===== config.mk =====
export PLATFORM = sky130hd
export DESIGN_NAME = supv_reset_ctrl
export DESIGN_NICKNAME = d
export VERILOG_FILES = /design/src/rtl/supv_pkg.sv /design/src/rtl/supv_mr_filter.sv /design/src/rtl/supv_rst_timer.sv /design/src/rtl/supv_reset_ctrl.sv
export SDC_FILE = /design/constraint.sdc
export NUM_CORES = 1
export LEC_CHECK = 0
export BUFFER_PORTS_ARGS = -buffer_cell sky130_fd_sc_hd__buf_2
export CORE_MARGIN = 5
export CORE_UTILIZATION = 45
export DETAILED_ROUTE_END_ITERATION = 10
export HOLD_SLACK_MARGIN = 0.02
export PLACE_DENSITY = 0.64
export SKIP_CTS_REPAIR_TIMING = 1
export SLEW_MARGIN = 20
export SYNTH_ARGS = -nofsm -noshare
export SYNTH_HDL_FRONTEND = slang
export SYNTH_HIERARCHICAL = 1
export SYNTH_SLANG_ARGS = --single-unit

===== constraint.sdc =====
create_clock -name clk -period 2.8 [get_ports clk]
set_input_delay 0.14 -clock clk [delete_from_list [all_inputs] [get_ports clk]]
set_output_delay 0.14 -clock clk [all_outputs]
set_load 0.02 [all_outputs]

===== src/rtl/supv_pkg.sv =====
package supv_pkg;
  typedef enum logic [1:0] {
    ST_HOLD = 2'd0,
    ST_TIME = 2'd1,
    ST_RUN  = 2'd2
  } supv_state_e;
endpackage


===== src/rtl/supv_mr_filter.sv =====
module supv_mr_filter #(
  parameter int unsigned DEB_TICKS = 16
) (
  input  logic clk,
  input  logic rst_n,
  input  logic tick,
  input  logic pin_n,
  output logic pressed
);
  localparam int unsigned DW = $clog2(DEB_TICKS + 1);

  logic          sync1_q, sync2_q;
  logic          level_q, level_nx;
  logic [DW-1:0] cnt_q, cnt_nx;

  // two-stage synchronizer, idle level is released (high)
  always_ff @(posedge clk or negedge rst_n) begin
    if (!rst_n) begin
      sync1_q <= 1'b1;
      sync2_q <= 1'b1;
    end else begin
      sync1_q <= pin_n;
      sync2_q <= sync1_q;
    end
  end

  // debounced level follows the synced pin only after DEB_TICKS stable ticks
  always_comb begin
    level_nx = level_q;
    cnt_nx   = cnt_q;
    if (sync2_q == level_q) begin
      cnt_nx = '0;
    end else if (tick) begin
      if (cnt_q == DW'(DEB_TICKS - 1)) begin
        level_nx = sync2_q;
        cnt_nx   = '0;
      end else begin
        cnt_nx = cnt_q + DW'(1);
      end
    end
  end

  always_ff @(posedge clk or negedge rst_n) begin
    if (!rst_n) begin
      level_q <= 1'b1;
      cnt_q   <= '0;
    end else begin
      level_q <= level_nx;
      cnt_q   <= cnt_nx;
    end
  end

  assign pressed = ~level_q;
endmodule


===== src/rtl/supv_rst_timer.sv =====
module supv_rst_timer
  import supv_pkg::*;
#(
  parameter int unsigned TMO_0 = 50,
  parameter int unsigned TMO_1 = 200,
  parameter int unsigned TMO_2 = 400,
  parameter int unsigned TMO_3 = 800
) (
  input  logic       clk,
  input  logic       rst_n,
  input  logic       cause,
  input  logic       tick,
  input  logic [1:0] sel,
  output logic       active
);
  localparam int unsigned MAX01 = (TMO_0 > TMO_1) ? TMO_0 : TMO_1;
  localparam int unsigned MAX23 = (TMO_2 > TMO_3) ? TMO_2 : TMO_3;
  localparam int unsigned TMAX  = (MAX01 > MAX23) ? MAX01 : MAX23;
  localparam int unsigned CW    = $clog2(TMAX + 1);

  supv_state_e   state_q, state_nx;
  logic [CW-1:0] cnt_q, cnt_nx;
  logic [CW-1:0] lim_q, lim_nx;
  logic [CW-1:0] sel_lim;

  always_comb begin
    case (sel)
      2'd0:    sel_lim = CW'(TMO_0);
      2'd1:    sel_lim = CW'(TMO_1);
      2'd2:    sel_lim = CW'(TMO_2);
      default: sel_lim = CW'(TMO_3);
    endcase
  end

  always_comb begin
    state_nx = state_q;
    cnt_nx   = cnt_q;
    lim_nx   = lim_q;
    unique case (state_q)
      ST_HOLD: begin
        if (!cause) begin
          state_nx = ST_TIME;
          cnt_nx   = '0;
          lim_nx   = sel_lim;
        end
      end
      ST_TIME: begin
        if (cause) begin
          state_nx = ST_HOLD;
          cnt_nx   = '0;
        end else if (tick) begin
          if (cnt_q == lim_q - CW'(1)) begin
            state_nx = ST_RUN;
            cnt_nx   = '0;
          end else begin
            cnt_nx = cnt_q + CW'(1);
          end
        end
      end
      ST_RUN: begin
        if (cause) state_nx = ST_HOLD;
      end
      default: state_nx = ST_HOLD;
    endcase
  end

  always_ff @(posedge clk or negedge rst_n) begin
    if (!rst_n) begin
      state_q <= ST_HOLD;
      cnt_q   <= '0;
      lim_q   <= '0;
    end else begin
      state_q <= state_nx;
      cnt_q   <= cnt_nx;
      lim_q   <= lim_nx;
    end
  end

  assign active = (state_q != ST_RUN);
endmodule


===== src/rtl/supv_reset_ctrl.sv =====
module supv_reset_ctrl #(
  parameter bit          ACTIVE_HIGH = 1'b1,
  parameter int unsigned DEB_TICKS   = 16,
  parameter int unsigned TMO_0       = 50,
  parameter int unsigned TMO_1       = 200,
  parameter int unsigned TMO_2       = 400,
  parameter int unsigned TMO_3       = 800
) (
  input  logic       clk,
  input  logic       rst_n,
  input  logic       supply_low,
  input  logic       mr_n,
  input  logic [1:0] tmo_sel,
  input  logic       tick,
  output logic       sys_rst,
  output logic       warn_n
);
  logic mr_pressed;
  logic rst_act;

  supv_mr_filter #(.DEB_TICKS(DEB_TICKS)) u_mr (
    .clk     (clk),
    .rst_n   (rst_n),
    .tick    (tick),
    .pin_n   (mr_n),
    .pressed (mr_pressed)
  );

  supv_rst_timer #(
    .TMO_0(TMO_0), .TMO_1(TMO_1), .TMO_2(TMO_2), .TMO_3(TMO_3)
  ) u_tmr (
    .clk    (clk),
    .rst_n  (rst_n),
    .cause  (supply_low | mr_pressed),
    .tick   (tick),
    .sel    (tmo_sel),
    .active (rst_act)
  );

  generate
    if (ACTIVE_HIGH) begin : g_pol_hi
      assign sys_rst = rst_act;
    end else begin : g_pol_lo
      assign sys_rst = ~rst_act;
    end
  endgenerate

  assign warn_n = ~supply_low;
endmodule


* After elaboration in Yosys (flattened, before gate mapping)
Index checks and enable logic that the tools add are counted.
Word-level totals: output and inout bits 2, ROM bits 0, input port bits 7, latch bits 0, flip-flop bits (word level) 30, memories 0, logic and storage cells 50, memory bits (writable) 0
Operators by class: div/mod/pow operators 0, shift-type cells 0, order comparisons 0, multipliers 0, reduce and logical (&&, ||, !) cells 8, $add $sub $neg 3, mux-type cells 15, bitwise gates (word level) 5, equality and inequality tests 12
Operator list (count):
- 2-to-1 mux 10 bit | 4
- case mux 10 bit (3 select lines) | 1
- case mux 10 bit (2 select lines) | 1
- 2-to-1 mux 5 bit | 3
- adder 10 x 1 -> 10 bit, second input constant | 1
- == test 10 bit | 1
- 2-to-1 mux 2 bit | 5
- subtractor 10 x 1 -> 10 bit, second input constant | 1
- case mux 2 bit (3 select lines) | 1
- AND reduction 3 bit | 2
- adder 5 x 1 -> 5 bit, second input constant | 1
- == test 5 x 4 -> 1 bit, second input constant | 1
- == test 2 x 1 -> 1 bit, second input constant | 2
- == test 2 bit, second input constant | 2
- zero test 2 bit | 2
- != test 2 bit, second input constant | 2
- inverter 1 bit | 4
- AND reduction 4 bit | 1
- nonzero test 2 bit | 2
- != test 3 x 1 -> 1 bit, second input constant | 1
- != test 3 x 2 -> 1 bit, second input constant | 1
- != test 2 x 1 -> 1 bit, second input constant | 1
- AND reduction 2 bit | 1
- == test 1 bit | 1
- bitwise OR 1 bit | 1

* Logic depth before layout (Yosys ltp)
depth in word-level cells 6, gate-level depth with buffers 9, mapped depth without buffers 8

* Hierarchy
The synthesis kept the hierarchy.
Modules (own cells, without submodules):
- supv_rst_timer | cells an instance 131, instances 1, sequential area each 475.5 µm², area an instance 1222.4 µm²
- supv_mr_filter | cells an instance 31, instances 1, sequential area each 203.9 µm², area an instance 350.3 µm²
- supv_reset_ctrl | cells an instance 2, instances 1, sequential area each 0.0 µm², area an instance 10.0 µm²

* Worst setup path before layout
No wires, ideal clock.
kind reg2reg, start point reg u_mr.level_q, end point reg u_tmr.cnt_q[7], cell stages (with the launch flop) 10, slack 0.787 ns, required time 2.656 ns, period minus slack after synthesis 2.013 ns, arrival 1.869 ns, setup time 0.144 ns, path buffers 1, cells stage by stage dfstp_2 > inv_1 > or2_1 > nor2b_1 > or3_1 > buf_2 > nor2_1 > nand3_1 > xor2_1 > a21oi_1
On the way: longest elaborated chain between the ends 4, elaborated cells on any way between the ends 7, classes of those cells eq/ne: 2; mux: 2; bitwise: 2; reduce/logical: 1
RTL lines:
- start, declared | line supv_mr_filter.sv:13 | logic level_q, level_nx;
- start signal, assigned | line supv_mr_filter.sv:48 | level_q <= level_nx;
- inverter 1 bit (*) | line supv_mr_filter.sv:53 | assign pressed = ~level_q;
- net mr_pressed | line supv_reset_ctrl.sv:18 | logic mr_pressed;
- bitwise OR 1 bit (*) | line supv_reset_ctrl.sv:34 | .cause (supply_low | mr_pressed),
- != test 3 x 2 -> 1 bit (no source line), or another cell as far along
- AND reduction 3 bit (no source line) / case mux 10 bit (2 select lines) (equally long branches)
- end signal, assigned | line supv_rst_timer.sv:74 | cnt_q <= cnt_nx;
- end, declared | line supv_rst_timer.sv:22 | logic [CW-1:0] cnt_q, cnt_nx;
The timed path passes the listed nets; every way through them passes the cells marked *. A chain may end at the register's enable or synchronous reset.

* Worst setup path in the final report
Ends and elaborated chain as after synthesis.

==> run metrics <==
run status completed; Iteration-0 DRC Markers between 40 and 50; Ys Warns 6; fmax between 0.4 and 0.5 GHz; crit path DAT 2.45 ns; VDD IR max 0.164 mV; Chip Width 69.3 um; CP max FO 8; IO Count 9; Worst setup SP type flip-flop; Max-slew headroom 0.498; worst-margin pin slew 0.747 ns; via count 1193; Post-Syn Nets ~180; Yosys reg bits 27; count of cell types in the netlist 42; Core Box Area between 3000 and 4000 um2; P_leak 0.777 nW; commonest cells after routing, fill and taps aside 24 x nand2_1, 24 x dfrtp_1, 10 x xor2_1; synth top area cells dfrtp_1 38%, nand2_1 5.7%, ha_1 5.5%; RSZ-0062 raised after global routing false; top cell type's share of synthesized area 0.379; HP Class in2reg; Worst EP required 3.00 ns; Clock Sinks 27; maxcap violations 0; share of cells above drive strength 1 0.143; Cell Area, Synth 1580 um2; CTS tree done; initial antenna violation count 0; Util after Layout 0.510; DRC 0; vias in the first global route between 1000 and 1500; Post-Synthesis Cells 164; GRT Residual Overflow 0; kind of critical path reg2reg; die area between 4000 and 5000 um2; Final Critical Period 2.25 ns; Tot GR Track Use 0.141; Max H-tree Level 1; max-slew violation count 0; Area Growth Syn to Fin 8.38%; Placement Rows 21; power per cell area 387 nW/um2; clk buf depth 2; setup TNS 0 ns; Flop pwr share 0.624; element type at the critical path end flip-flop; final WL about 3.2 mm; HPWL Detailed 2.39 mm; share of total power in combinational logic 0.117; Die Y 69.3 um; largest area contributor in the netlist dfrtp_1; mean number of vias per cell 5.40; Initial Util 0.471; largest net degree at the start of global routing 28; drt first pass iters 4; root cell of the clock tree clkbuf_4; switch share 0.266; Power Internal 0.487 mW; global-route wire length before repair 5.62 mm; nets 190; # diodes 0; Final setup viols 0; clk slew on worst S/H paths 0.15 ns; Syn Area/Cell approximately 9.7 um2; Worst Skew 0.00654 ns; total CTS buffers 3; gpl congestion 0.839; WL per Instance 14.3 um; post-synthesis sequential area ratio 0.429; clock network latency to the later pin of the worst-skew pair about 0.33 ns; Psw 0.177 mW; crit share post-route 0.803; port buffer count 8; Antenna Violating Nets Remaining 0; Hold Vio Cnt, Final 0; clock power share 0.259
[stage by stage]
stage	setup slack, ns	power, mW	cell area (um2)	hold WS (ns)	std cells
global placement	0.670	0.492	1670	0.170	215
finish	0.551	0.664	1720	0.104	221
global route	0.357	0.697	1720	0.106	221
floorplan	0.787	0.469	1580	-0.156	164
detailed placement	0.579	0.497	1670	0.194	215
CTS	0.539	0.672	1700	-0.189	219
[cell families (layout without fill, tap and decap cells)]
| family | Yosys count | count (layout) | share of synthesized area |
|---|---|---|---|
| AOI/OAI and AO/OA | 29 | 29 | 0.141 |
| xor gates and xnor gates | 18 | 18 | 0.0996 |
| adders and majority gates | 7 | 7 | 0.0553 |
| buffers and inverters | 12 | 23 | 0.0292 |
| DFF | 27 | 27 | 0.429 |
| muxes | 1 | 1 | 0.00711 |
| and+or+nand+nor | 70 | 70 | 0.239 |
[power by group through the flow]
stage	combinational, mW	sequential (mW)	clock, mW
final	0.0776	0.414	0.172
after global routing	0.0878	0.416	0.193
after CTS	0.0770	0.414	0.181
after detailed placement	0.0756	0.421	0
after global placement	0.0717	0.421	0
after floorplan	0.0511	0.418	0
[worst max-delay path, stage by stage (launching register included)]
cell and delay (ns):
dfstp_2 0.58, inv_1 0.04, or2_1 0.29, nor2b_1 0.17
or3_1 0.44, nor2_1 0.24, nand3_1 0.13, xor2_1 0.18
a21oi_1 0.06
[metal layers]
layer | wire length [um] | share of wire | GRT usage
met5 | 0 | 0 | 0
met4 | 59 | 0.019 | 0.0694
met3 | 100 | 0.032 | 0.0203
met2 | 1600 | 0.51 | 0.246
met1 | 1400 | 0.44 | 0.169
[sequential cells by signal (all words and copies together) (netlist names)]
signal,flops
u_mr/cnt_q,5
u_mr/level_q,1
u_mr/sync1_q,1
u_mr/sync2_q,1
u_tmr/cnt_q,10
u_tmr/lim_q,7
u_tmr/state_q,2
[worst paths after layout]
kind	slack, ns	endpoint	depth (start not counted)	startpoint
setup / recovery	0.55	u_tmr/cnt_q[7]$_DFFE_PN0P_	8	u_mr/level_q$_DFFE_PN1P_
hold / removal	0.10	u_tmr/state_q[0]$_DFFE_PN0P_	2	tick
setup reg to reg	0.55	u_tmr/cnt_q[7]$_DFFE_PN0P_	8	u_mr/level_q$_DFFE_PN1P_
hold reg to reg	0.37	u_mr/sync2_q$_DFF_PN1_	0	u_mr/sync1_q$_DFF_PN1_
max in group asynchronous	2.06	u_tmr/cnt_q[4]$_DFFE_PN0P_	2	rst_n
min in group asynchronous	0.33	u_mr/cnt_q[3]$_DFFE_PN0P_	2	rst_n
[final cells by class]
class,instances,area [um2]
Tap cell,46,57.6
Fill cell,334,1650
Timing Repair Buffer,10,60.1
Inverter,9,33.8
Sequential cell,27,679
Clock buffer,3,22.5
Multi-Input combinational cell,125,857
Clock inverter,1,5.00
[Yosys cell counts (all sizes together)]
| cell type | number |
|---|---|
| dfrtp | 24 |
| nand2 | 24 |
| a21oi | 10 |
| nor2 | 10 |
| xor2 | 10 |
| inv | 9 |
| nand3 | 8 |
| o21ai | 8 |
| xnor2 | 8 |
| ha | 7 |
| nor3 | 5 |
| or3 | 4 |
| dfstp | 3 |
| nand4 | 3 |
| nand4b | 3 |
| nor4 | 3 |
| a311oi | 2 |
| and3 | 2 |
| clkbuf | 2 |
| nand2b | 2 |
| o31ai | 2 |
| a21o | 1 |
| a221oi | 1 |
| a31o | 1 |
| a41oi | 1 |
| and2 | 1 |
| and4 | 1 |
| buf | 1 |
| mux2 | 1 |
| nand3b | 1 |
| nor2b | 1 |
| nor3b | 1 |
| o211ai | 1 |
| o311ai | 1 |
| o32ai | 1 |
| or2 | 1 |
No activity file was read; power rests on OpenSTA's default activity.
